==> src/rtl/save_opt_pkg.sv <==
package save_opt_pkg;
  typedef struct packed {
    logic loadTuple;
    logic clearMod;
    logic captureSkip;
  } opt_ctrl_t;
endpackage

==> src/rtl/save_opt_ctrl.sv <==
module save_opt_ctrl
  import save_opt_pkg::*;
(
  input  logic      restoreValid,
  input  logic      saveQuery,
  output opt_ctrl_t ctrl
);
  always_comb begin
    ctrl.loadTuple   = restoreValid;
    ctrl.clearMod    = restoreValid;
    ctrl.captureSkip = saveQuery;
  end
endmodule

==> src/rtl/save_opt_dp.sv <==
module save_opt_dp
  import save_opt_pkg::*;
#(
  parameter int NUM_COMP = 8,
  parameter int MASK_W   = 64,
  parameter int ADDR_W   = 48,
  parameter int PRIV_W   = 2
) (
  input  logic                clk,
  input  logic                rstN,
  input  opt_ctrl_t           ctrl,
  input  logic [PRIV_W-1:0]   restorePriv,
  input  logic                restoreGuest,
  input  logic [ADDR_W-1:0]   restoreAddr,
  input  logic [MASK_W-1:0]   restoreMask,
  input  logic [NUM_COMP-1:0] modifyStrobe,
  input  logic [PRIV_W-1:0]   curPriv,
  input  logic                curGuest,
  input  logic [ADDR_W-1:0]   curAddr,
  input  logic [MASK_W-1:0]   reqMask,
  input  logic [NUM_COMP-1:0] inUse,
  output logic                skipValid,
  output logic [NUM_COMP-1:0] skipVec,
  output logic                optEnable
);
  localparam int FORCED_BIT = MASK_W - 1;
  localparam logic [MASK_W-1:0] FORCE_MASK = MASK_W'(1) << FORCED_BIT;

  logic [PRIV_W-1:0]   storedPriv;
  logic                storedGuest;
  logic [ADDR_W-1:0]   storedAddr;
  logic [MASK_W-1:0]   storedMask;
  logic                tupleValid;
  logic [NUM_COMP-1:0] modified;
  logic [MASK_W-1:0]   compMask;
  logic                optNow;
  logic [NUM_COMP-1:0] skipNow;

  assign compMask = reqMask | FORCE_MASK;
  assign optNow   = tupleValid && (curPriv == storedPriv) && (curGuest == storedGuest)
                    && (curAddr == storedAddr) && (compMask == storedMask);

  for (genvar i = 0; i < NUM_COMP; i++) begin : g_skip
    assign skipNow[i] = optNow & ~modified[i] & reqMask[i] & inUse[i];
  end

  always_ff @(posedge clk) begin
    if (!rstN) begin
      storedPriv  <= '0;
      storedGuest <= 1'b0;
      storedAddr  <= '0;
      storedMask  <= '0;
      tupleValid  <= 1'b0;
      modified    <= '0;
      skipVec     <= '0;
      optEnable   <= 1'b0;
      skipValid   <= 1'b0;
    end else begin
      if (ctrl.loadTuple) begin
        storedPriv  <= restorePriv;
        storedGuest <= restoreGuest;
        storedAddr  <= restoreAddr;
        storedMask  <= restoreMask;
        tupleValid  <= 1'b1;
      end
      modified <= (ctrl.clearMod ? '0 : modified) | modifyStrobe;
      if (ctrl.captureSkip) begin
        skipVec   <= skipNow;
        optEnable <= optNow;
      end
      skipValid <= ctrl.captureSkip;
    end
  end


  valid_after_query_chk: assert property (@(posedge clk) disable iff (!rstN)
    ctrl.captureSkip |=> skipValid);

  valid_only_after_query_chk: assert property (@(posedge clk) disable iff (!rstN)
    !ctrl.captureSkip |=> !skipValid);

  no_skip_without_opt_chk: assert property (@(posedge clk) disable iff (!rstN)
    !optEnable |-> skipVec == '0);

  strobe_sets_mod_chk: assert property (@(posedge clk) disable iff (!rstN)
    (|modifyStrobe) |=> ((modified & $past(modifyStrobe)) == $past(modifyStrobe)));

  restore_clears_mod_chk: assert property (@(posedge clk) disable iff (!rstN)
    ctrl.clearMod |=> ((modified & ~$past(modifyStrobe)) == '0));

  hold_between_query_chk: assert property (@(posedge clk) disable iff (!rstN)
    !ctrl.captureSkip |=> ($stable(skipVec) && $stable(optEnable)));
endmodule

==> src/rtl/save_opt_top.sv <==
module save_opt_top
  import save_opt_pkg::*;
#(
  parameter int NUM_COMP = 8,
  parameter int MASK_W   = 64,
  parameter int ADDR_W   = 48,
  parameter int PRIV_W   = 2
) (
  input  logic                clk,
  input  logic                rstN,
  input  logic                restoreValid,
  input  logic [PRIV_W-1:0]   restorePriv,
  input  logic                restoreGuest,
  input  logic [ADDR_W-1:0]   restoreAddr,
  input  logic [MASK_W-1:0]   restoreMask,
  input  logic [NUM_COMP-1:0] modifyStrobe,
  input  logic                saveQuery,
  input  logic [PRIV_W-1:0]   curPriv,
  input  logic                curGuest,
  input  logic [ADDR_W-1:0]   curAddr,
  input  logic [MASK_W-1:0]   reqMask,
  input  logic [NUM_COMP-1:0] inUse,
  output logic                skipValid,
  output logic [NUM_COMP-1:0] skipVec,
  output logic                optEnable
);
  opt_ctrl_t ctrl;

  save_opt_ctrl u_ctrl (
    .restoreValid(restoreValid),
    .saveQuery(saveQuery),
    .ctrl(ctrl)
  );

  save_opt_dp #(.NUM_COMP(NUM_COMP), .MASK_W(MASK_W), .ADDR_W(ADDR_W), .PRIV_W(PRIV_W)) u_dp (
    .clk(clk), .rstN(rstN), .ctrl(ctrl),
    .restorePriv(restorePriv), .restoreGuest(restoreGuest),
    .restoreAddr(restoreAddr), .restoreMask(restoreMask),
    .modifyStrobe(modifyStrobe),
    .curPriv(curPriv), .curGuest(curGuest), .curAddr(curAddr),
    .reqMask(reqMask), .inUse(inUse),
    .skipValid(skipValid), .skipVec(skipVec), .optEnable(optEnable)
  );
endmodule

==> config.mk <==
export PLATFORM = sky130hd
export DESIGN_NAME = save_opt_top
export DESIGN_NICKNAME = d
export VERILOG_FILES = /design/src/rtl/save_opt_pkg.sv /design/src/rtl/save_opt_ctrl.sv /design/src/rtl/save_opt_dp.sv /design/src/rtl/save_opt_top.sv
export SDC_FILE = /design/constraint.sdc
export NUM_CORES = 1
export LEC_CHECK = 0
export ABC_AREA = 1
export CAP_MARGIN = 20
export CORE_MARGIN = 2
export CORE_UTILIZATION = 60
export CTS_BUF_LIST = sky130_fd_sc_hd__clkbuf_4
export DETAILED_ROUTE_END_ITERATION = 10
export DONT_BUFFER_PORTS = 1
export GPL_TIMING_DRIVEN = 0
export PLACE_DENSITY = 0.79
export SYNTH_ARGS = -nofsm -noshare
export SYNTH_HDL_FRONTEND = slang
export SYNTH_SLANG_ARGS = --single-unit
==> constraint.sdc <==
create_clock -name clk -period 1.2 [get_ports clk]
set_input_delay 0.12 -clock clk [delete_from_list [all_inputs] [get_ports clk]]
set_output_delay 0.12 -clock clk [all_outputs]
set_load 0.02 [all_outputs]
==> summary.txt, run 1 <==
Fin area = 8750 µm²
CTS tree = yes
Placer Congestion = 0.864
Ant diodes = 0
Total power draw = 9.93 mW
Sequential power share = 49.7%
Yosys warnings = 0
Clock Latency Late Sink = 580 ps
DRC viols = 0
Nets = 1455
Initial antenna violation count = 0
Die area = 11900 µm²
Startpoint types = flop
Req. time, crit path = 1700 ps
Drt total wl = 22.1 mm
Comb pwr share = 17.5%
Mean Syn Cell Area = 6.36 µm²
Worst hold path class = input pin to flop
Clk buf depth = 2
Worst path max stage delay = 340 ps
Core footprint = 10800 µm²
RSZ-0062 raised after global routing = true
Register bit total from synthesis = 134
CP max-delay cell = dfxtp_1
Period utilization = 135%
Clock power frac = 32.8%
Die X = 109 µm
Final setup fails = 9
Clock tree sinks = 134
I/O pins = 260
Max-slew violations = 0
Layout cells sized above 1 = 11.4%
Die height = 109 µm
PwrDens = 1130 nW/µm²
Fin. Hold Viols = 0
CP Capture Type = flop
Slew margin rel. = 62.9%
Place WS = -394 ps
Clk_skew = 21.5 ps
Maximum vdd drop = 0.00107 V
Mapped Area = 6620 µm²
TritonCTS Buffers = 17
1st-iter DRT viols = 591
Pre-antenna DRT Iters = 6
Max Freq = 0.619 GHz
Post-DP HPWL = 13.3 mm
Seq/Total Area, Yosys = 40.5%
Port Buffers = 0
Antenna viol nets, final = 0
Synth Net Count = 1291
WS Path Type = flop to flop
Failing checks = negative setup slack
Number of global-route vias before repair = 7324
Arrival time at the worst endpoint = 2110 ps
Synth cell types = 22
Crit-path cells = xnor2_1 -> nand2_1 -> nor2_1 -> nand2_1 -> nor2_4 -> nand2_4 -> nor2_4 -> nand3_1 -> a21oi_1
Net Switching = 2.78 mW
Family with the most delay on the worst path = simple AND/OR/NAND/NOR gates
CP bufs+invs = 0
Pin count of the biggest net entering global routing = 17
Drt wl/cell = 16.3 µm
First-pass GRT wire length = 32.9 mm
Overflow after GRT = 0
Final worst setup slack = -414 ps
Via/cell ratio = 5.50
Post-route minimum period = 1610 ps
Maximum fanout along the worst path = 5
H-tree depth = 4
All-layer global routing usage = 35.9%
Max-cap violations = 0
Dpl cell area = 6810 µm²
CTS Root Cell = clkbuf_4
Internal = 7.15 mW
Starting Density = 61.3%
Worst Max-Slew Pin Slew = 557 ps
DR vias = 7472
Sw Share = 28.0%
Placement Rows = 38
Leakage = 4.04 nW
Area grow syn2layout = 32.3%
Cells after Synth = 1041
Final hold slack = 10.2 ps
Status = finished, violations left
Clk slew on worst S/H paths = 130 ps
worst register-to-register path, cell delays in order (launching register included):
cell and delay, ps:
dfxtp_1 340, xnor2_1 170, nand2_1 100, nor2_1 140, nand2_1 100, nor2_4 150, nand2_4 80, nor2_4 220
nand3_1 110, a21oi_1 140
flip-flops by register name, indices dropped and copies added, names as in the netlist:
name and cells:
u_dp.storedAddr 48, u_dp.storedPriv 2, u_dp.storedMask 64, u_dp.optEnable 1
u_dp.skipVec 8, u_dp.tupleValid 1, u_dp.storedGuest 1, u_dp.modified 8
u_dp.skipValid 1
layout by cell type, fill, tap and decap left out, types with 2 or more instances in the layout:
cell type and n:
nor3_1 5, buf_1 3, dlygate4sd3_1 141, nand3_2 4
a21oi_1 84, nor2_1 135, clkbuf_1 32, nand2_4 2
bufinv_16 4, nor2_4 9, nand2_2 14, clkbuf_4 17
nand4_1 7, nor2_2 12, inv_2 21, xor2_1 8
clkinv_1 8, a21oi_2 4, buf_4 2, nand3_1 8
dfxtp_2 35, dfxtp_1 99, o21ai_0 122, nand2_1 244
buf_2 6, xnor2_1 28, clkinv_2 4, inv_1 153
layer usage:
layer | GRT usage, % | part of all wire, % | wire length, µm
met4 | 25.3 | 6.1 | 1350
met1 | 37.6 | 37 | 8090
met5 | 0 | 0 | 0
met3 | 11.3 | 8.9 | 1960
met2 | 60.7 | 48 | 10700
layout make-up:
cell class              count  area (µm²)
well taps                 140         175
multi-input cells         693        3310
clock inverters            15         166
clock buffers              17         128
inverters                 175         657
flip-flops and latches    134        2730
repair buffers            143        1430
plain buffers              41         161
fillers                   685        2040
cell families after synthesis:
group,synth area share (%)
XOR/XNOR,4.90
buffers and inverters,12.4
AND/OR/NAND/NOR,26.0
flip-flops,40.5
AO/OA/AOI/OAI,16.2
synthesized netlist by cell type (all sizes together):
cell type / count / share of area (%)
o22ai: 1 / 0.095
or2: 1 / 0.095
inv: 174 / 9.9
xnor2: 29 / 3.8
nor3: 6 / 0.45
nor2: 154 / 9.0
o21ai: 123 / 9.3
a21oi: 88 / 6.7
nand2: 260 / 15
nand3: 13 / 1.1
nand4: 7 / 0.66
xor2: 8 / 1.1
dfxtp: 134 / 41
clkinv: 1 / 0.057
o21bai: 1 / 0.11
clkbuf: 32 / 1.8
buf: 9 / 0.62
what timing repair did:
item | in CTS | in global routing
cloned | 2 | 0
pin swaps | 11 | 45
hold buffers | 141 | 0
gates resized for setup | 24 | 73
buffers inserted | 0 | 2
endpoints found under the hold margin | 133 | 0
endpoints found under the setup margin | 9 | 12
per-stage QoR:
stage	util, %	TNS, ps	std cells
6_report	81.1	-3370	1358
5_1_grt	81.1	-4490	1358
4_1_cts	79.6	-2760	1356
3_5_place_dp	63.1	-27640	1181
3_3_place_gp	63.1	-25690	1181
2_1_floorplan	-	-406	1041
path summary, 6_finish.rpt:
check	from	endpoint	slack (ps)	cells past startpoint
min reg2reg	u_dp.storedAddr[26]	u_dp.storedAddr[26]	470	2
max	u_dp.storedAddr[13]	u_dp.skipVec[7]	-410	9
min	reqMask[14]	u_dp.skipVec[6]	10	7
max reg2reg	u_dp.storedAddr[13]	u_dp.skipVec[7]	-410	9
power groups by stage:
| stage | Sequential (mW) | Combinational (mW) | Clock [mW] |
|---|---|---|---|
| after CTS | 4.90 | 1.59 | 3.25 |
| after global placement | 4.99 | 1.17 | 0 |
| final | 4.94 | 1.74 | 3.25 |
| after detailed placement | 5.00 | 1.20 | 0 |
| after floorplan | 4.97 | 0.977 | 0 |
| after global routing | 4.96 | 1.95 | 3.44 |
No activity file was read; power rests on OpenSTA's default activity.
==> run 2: changes to the inputs <==
ABC_CLOCK_PERIOD_IN_PS = 1200   (was default)
CORE_ASPECT_RATIO = 0.75   (was default)
CTS_CLUSTER_DIAMETER = 80   (was default)
==> run 2 against run 1 <==
  * The run still ends with negative setup slack left
  * Routed wire length grew 0.53%
  * Sequential share of layout area is essentially flat
  * Sequential power hardly changed
  * Power is 1.5% higher
  * Critical path depth increased by 2
  * Sequential cell count did not move
  * Core utilization is 0.27 points lower
  * Final cell count stayed put
  * Worst setup slack got worse by 59 ps
  * Hold slack better by 56 ps
  * Critical endpoint is now u_dp.skipVec[2]
==> summary.txt, run 2 (same netlist as run 1, synthesis figures left out) <==
CP Capture Type = flop (unchanged)
Slew margin rel. = 57.6% (was 62.9%)
Placer Congestion = 0.854 (was 0.864)
DR vias = 7292 (was 7472)
Max-slew violations = 0 (unchanged)
Starting Density = 61.2% (was 61.3%)
Pin count of the biggest net entering global routing = 17 (unchanged)
Core footprint = 10800 µm² (about the same)
Placement Rows = 33 (was 38)
Die area = 11900 µm² (about the same)
Layout cells sized above 1 = 10.4% (was 11.4%)
Largest Register = u_dp.storedMask (unchanged)
Req. time, crit path = 1670 ps (was 1700 ps)
Max-cap violations = 0 (unchanged)
CTS tree = yes (unchanged)
H-tree depth = 4 (unchanged)
First-pass GRT wire length = 33.8 mm (was 32.9 mm)
Clock power frac = 34.1% (was 32.8%)
Die height = 95.0 µm (was 109 µm)
Net Switching = 2.87 mW (was 2.78 mW)
Internal = 7.21 mW (was 7.15 mW)
Startpoint types = flop (unchanged)
Port Buffers = 0 (unchanged)
Crit-path cells = inv_1 -> nand2_1 -> nand2_1 -> nand2_1 -> nor2_2 -> nand2_1 -> nor2_2 -> nand2_2 -> nor2_4 -> nand3_2 -> a21oi_2 (was xnor2_1 -> nand2_1 -> nor2_1 -> nand2_1 -> nor2_4 -> nand2_4 -> nor2_4 -> nand3_1 -> a21oi_1)
Final Util = 80.8% (was 81.1%)
Sw Share = 28.5% (was 28.0%)
DRC viols = 0 (unchanged)
WS Path Type = flop to flop (unchanged)
Nets = 1454 (was 1455)
Place WS = -452 ps (was -394 ps)
Family with the most delay on the worst path = simple AND/OR/NAND/NOR gates (unchanged)
Via/cell ratio = 5.37 (was 5.50)
Commonest non-fill, non-tap cells in the layout = nand2_1, inv_1, dlygate4sd3_1, nor2_1, o21ai_0 (unchanged)
Maximum vdd drop = 0.00112 V (was 0.00107 V)
CP bufs+invs = 1 (was 0)
Area grow syn2layout = 32.1% (was 32.3%)
FF-to-FF Start = u_dp.storedAddr[19] (was u_dp.storedAddr[13])
Clock Latency Late Sink = 540 ps (was 580 ps)
Fin. Hold Viols = 0 (unchanged)
Final worst setup slack = -474 ps (was -414 ps)
TritonCTS Buffers = 17 (unchanged)
Clk buf depth = 2 (unchanged)
Overflow after GRT = 0 (unchanged)
Drt total wl = 22.2 mm (was 22.1 mm)
Die X = 125 µm (was 109 µm)
Worst Max-Slew Pin Slew = 635 ps (was 557 ps)
Biggest regs = u_dp.storedMask (64), u_dp.storedAddr (48) (unchanged)
Initial antenna violation count = 0 (unchanged)
CP max-delay cell = dfxtp_1 (unchanged)
CTS Root Cell = clkbuf_4 (unchanged)
Clk_skew = 21.6 ps (was 21.5 ps)
Leakage = 4.03 nW (was 4.04 nW)
PwrDens = 1150 nW/µm² (was 1130 nW/µm²)
Post-route minimum period = 1670 ps (was 1610 ps)
Worst path max stage delay = 340 ps (about the same)
Max reg flops = 64 (unchanged)
Clock tree sinks = 134 (unchanged)
Setup crit start = u_dp.storedAddr[19] (was u_dp.storedAddr[13])
All-layer global routing usage = 36.0% (was 35.9%)
Most common cell after layout, fill and taps aside = nand2_1 (unchanged)
Post-DP HPWL = 13.6 mm (was 13.3 mm)
Period utilization = 139% (was 135%)
Hold Startpoint = reqMask[14] (unchanged)
Failing checks = negative setup slack (unchanged)
Number of global-route vias before repair = 7054 (was 7324)
Most frequent CP cell = nand2_1
Status = finished, violations left (unchanged)
Final setup fails = 9 (unchanged)
Arrival time at the worst endpoint = 2140 ps (was 2110 ps)
Total power draw = 10.1 mW (was 9.93 mW)
Antenna viol nets, final = 0 (unchanged)
Clk slew on worst S/H paths = 130 ps (about the same)
Max Freq = 0.597 GHz (was 0.619 GHz)
Pre-antenna DRT Iters = 6 (unchanged)
I/O pins = 260 (unchanged)
Comb pwr share = 17.0% (was 17.5%)
1st-iter DRT viols = 638 (was 591)
Sequential power share = 48.9% (was 49.7%)
Maximum fanout along the worst path = 5 (unchanged)
Worst hold path class = input pin to flop (unchanged)
RSZ-0062 raised after global routing = true (unchanged)
Drt wl/cell = 16.4 µm (was 16.3 µm)
run 2: cell count changes in the layout (fill, tap and decap cells not counted), sizes merged:
cell      previous run  this run
clkinvlp             0         2
clkbuf              49        50
clkinv              12         8
diode                0         1
buf                 11        10
inv                174       175
run 2: power groups by stage:
stage          combinational [mW]  clock, mW  sequential, mW
3_5_place_dp                 1.20          0            5.00
3_3_place_gp                 1.17          0            4.99
4_1_cts                      1.60       3.43            4.90
5_1_grt                      1.92       3.59            4.96
2_1_floorplan               0.977          0            4.97
6_report                     1.71       3.44            4.93
run 2: per-layer routing:
layer  GRT usage (%)  vias to the layer above  wire length [µm]
met3            11.3                      114              2220
met5               0                        -                 0
met4            21.0                        0              1190
met1            40.6                     3227              8430
met2            61.2                      432             10400
li1                -                     3519                 -
run 2: per-stage QoR:
step	TNS (ps)	cell area, µm²	hold slack [ps]	std cells
final	-3700	8740	65.9	1358
after global routing	-4380	8740	64.9	1357
after CTS	-2620	8650	35.3	1357
after detailed placement	-30310	6810	221	1181
after global placement	-25960	6810	215	1181
after floorplan	-406	6630	210	1041
run 2: repair_timing:
action,CTS,global route
endpoints found under the hold margin,133,0
hold buffers,141,0
pin swaps,14,16
setup endpoints to repair,9,9
buffers inserted,1,0
cloned,2,0
gates resized for setup,37,43
run 2: area by class of cell:
| cell class | count | area (µm²) |
|---|---|---|
| multi-input cells | 693 | 3290 |
| flip-flops and latches | 134 | 2720 |
| fillers | 726 | 2070 |
| repair buffers | 142 | 1420 |
| inverters | 175 | 657 |
| clock inverters | 14 | 183 |
| well taps | 140 | 175 |
| plain buffers | 41 | 161 |
| clock buffers | 18 | 135 |
| diodes | 1 | 2.50 |
run 2: final timing paths:
kind	end	slack, ps	cells past startpoint
setup / recovery	u_dp.skipVec[2]	-470	11
hold / removal	u_dp.skipVec[1]	70	7
setup reg to reg	u_dp.skipVec[2]	-470	11
hold reg to reg	u_dp.storedMask[53]	470	2
run 2: worst register-to-register path, stage by stage, from the launching register on:
cell	delay, ps
dfxtp_1	340
inv_1	80
nand2_1	70
nand2_1	60
nand2_1	70
nor2_2	100
nand2_1	80
nor2_2	150
nand2_2	120
nor2_4	250
nand3_2	100
a21oi_2	170
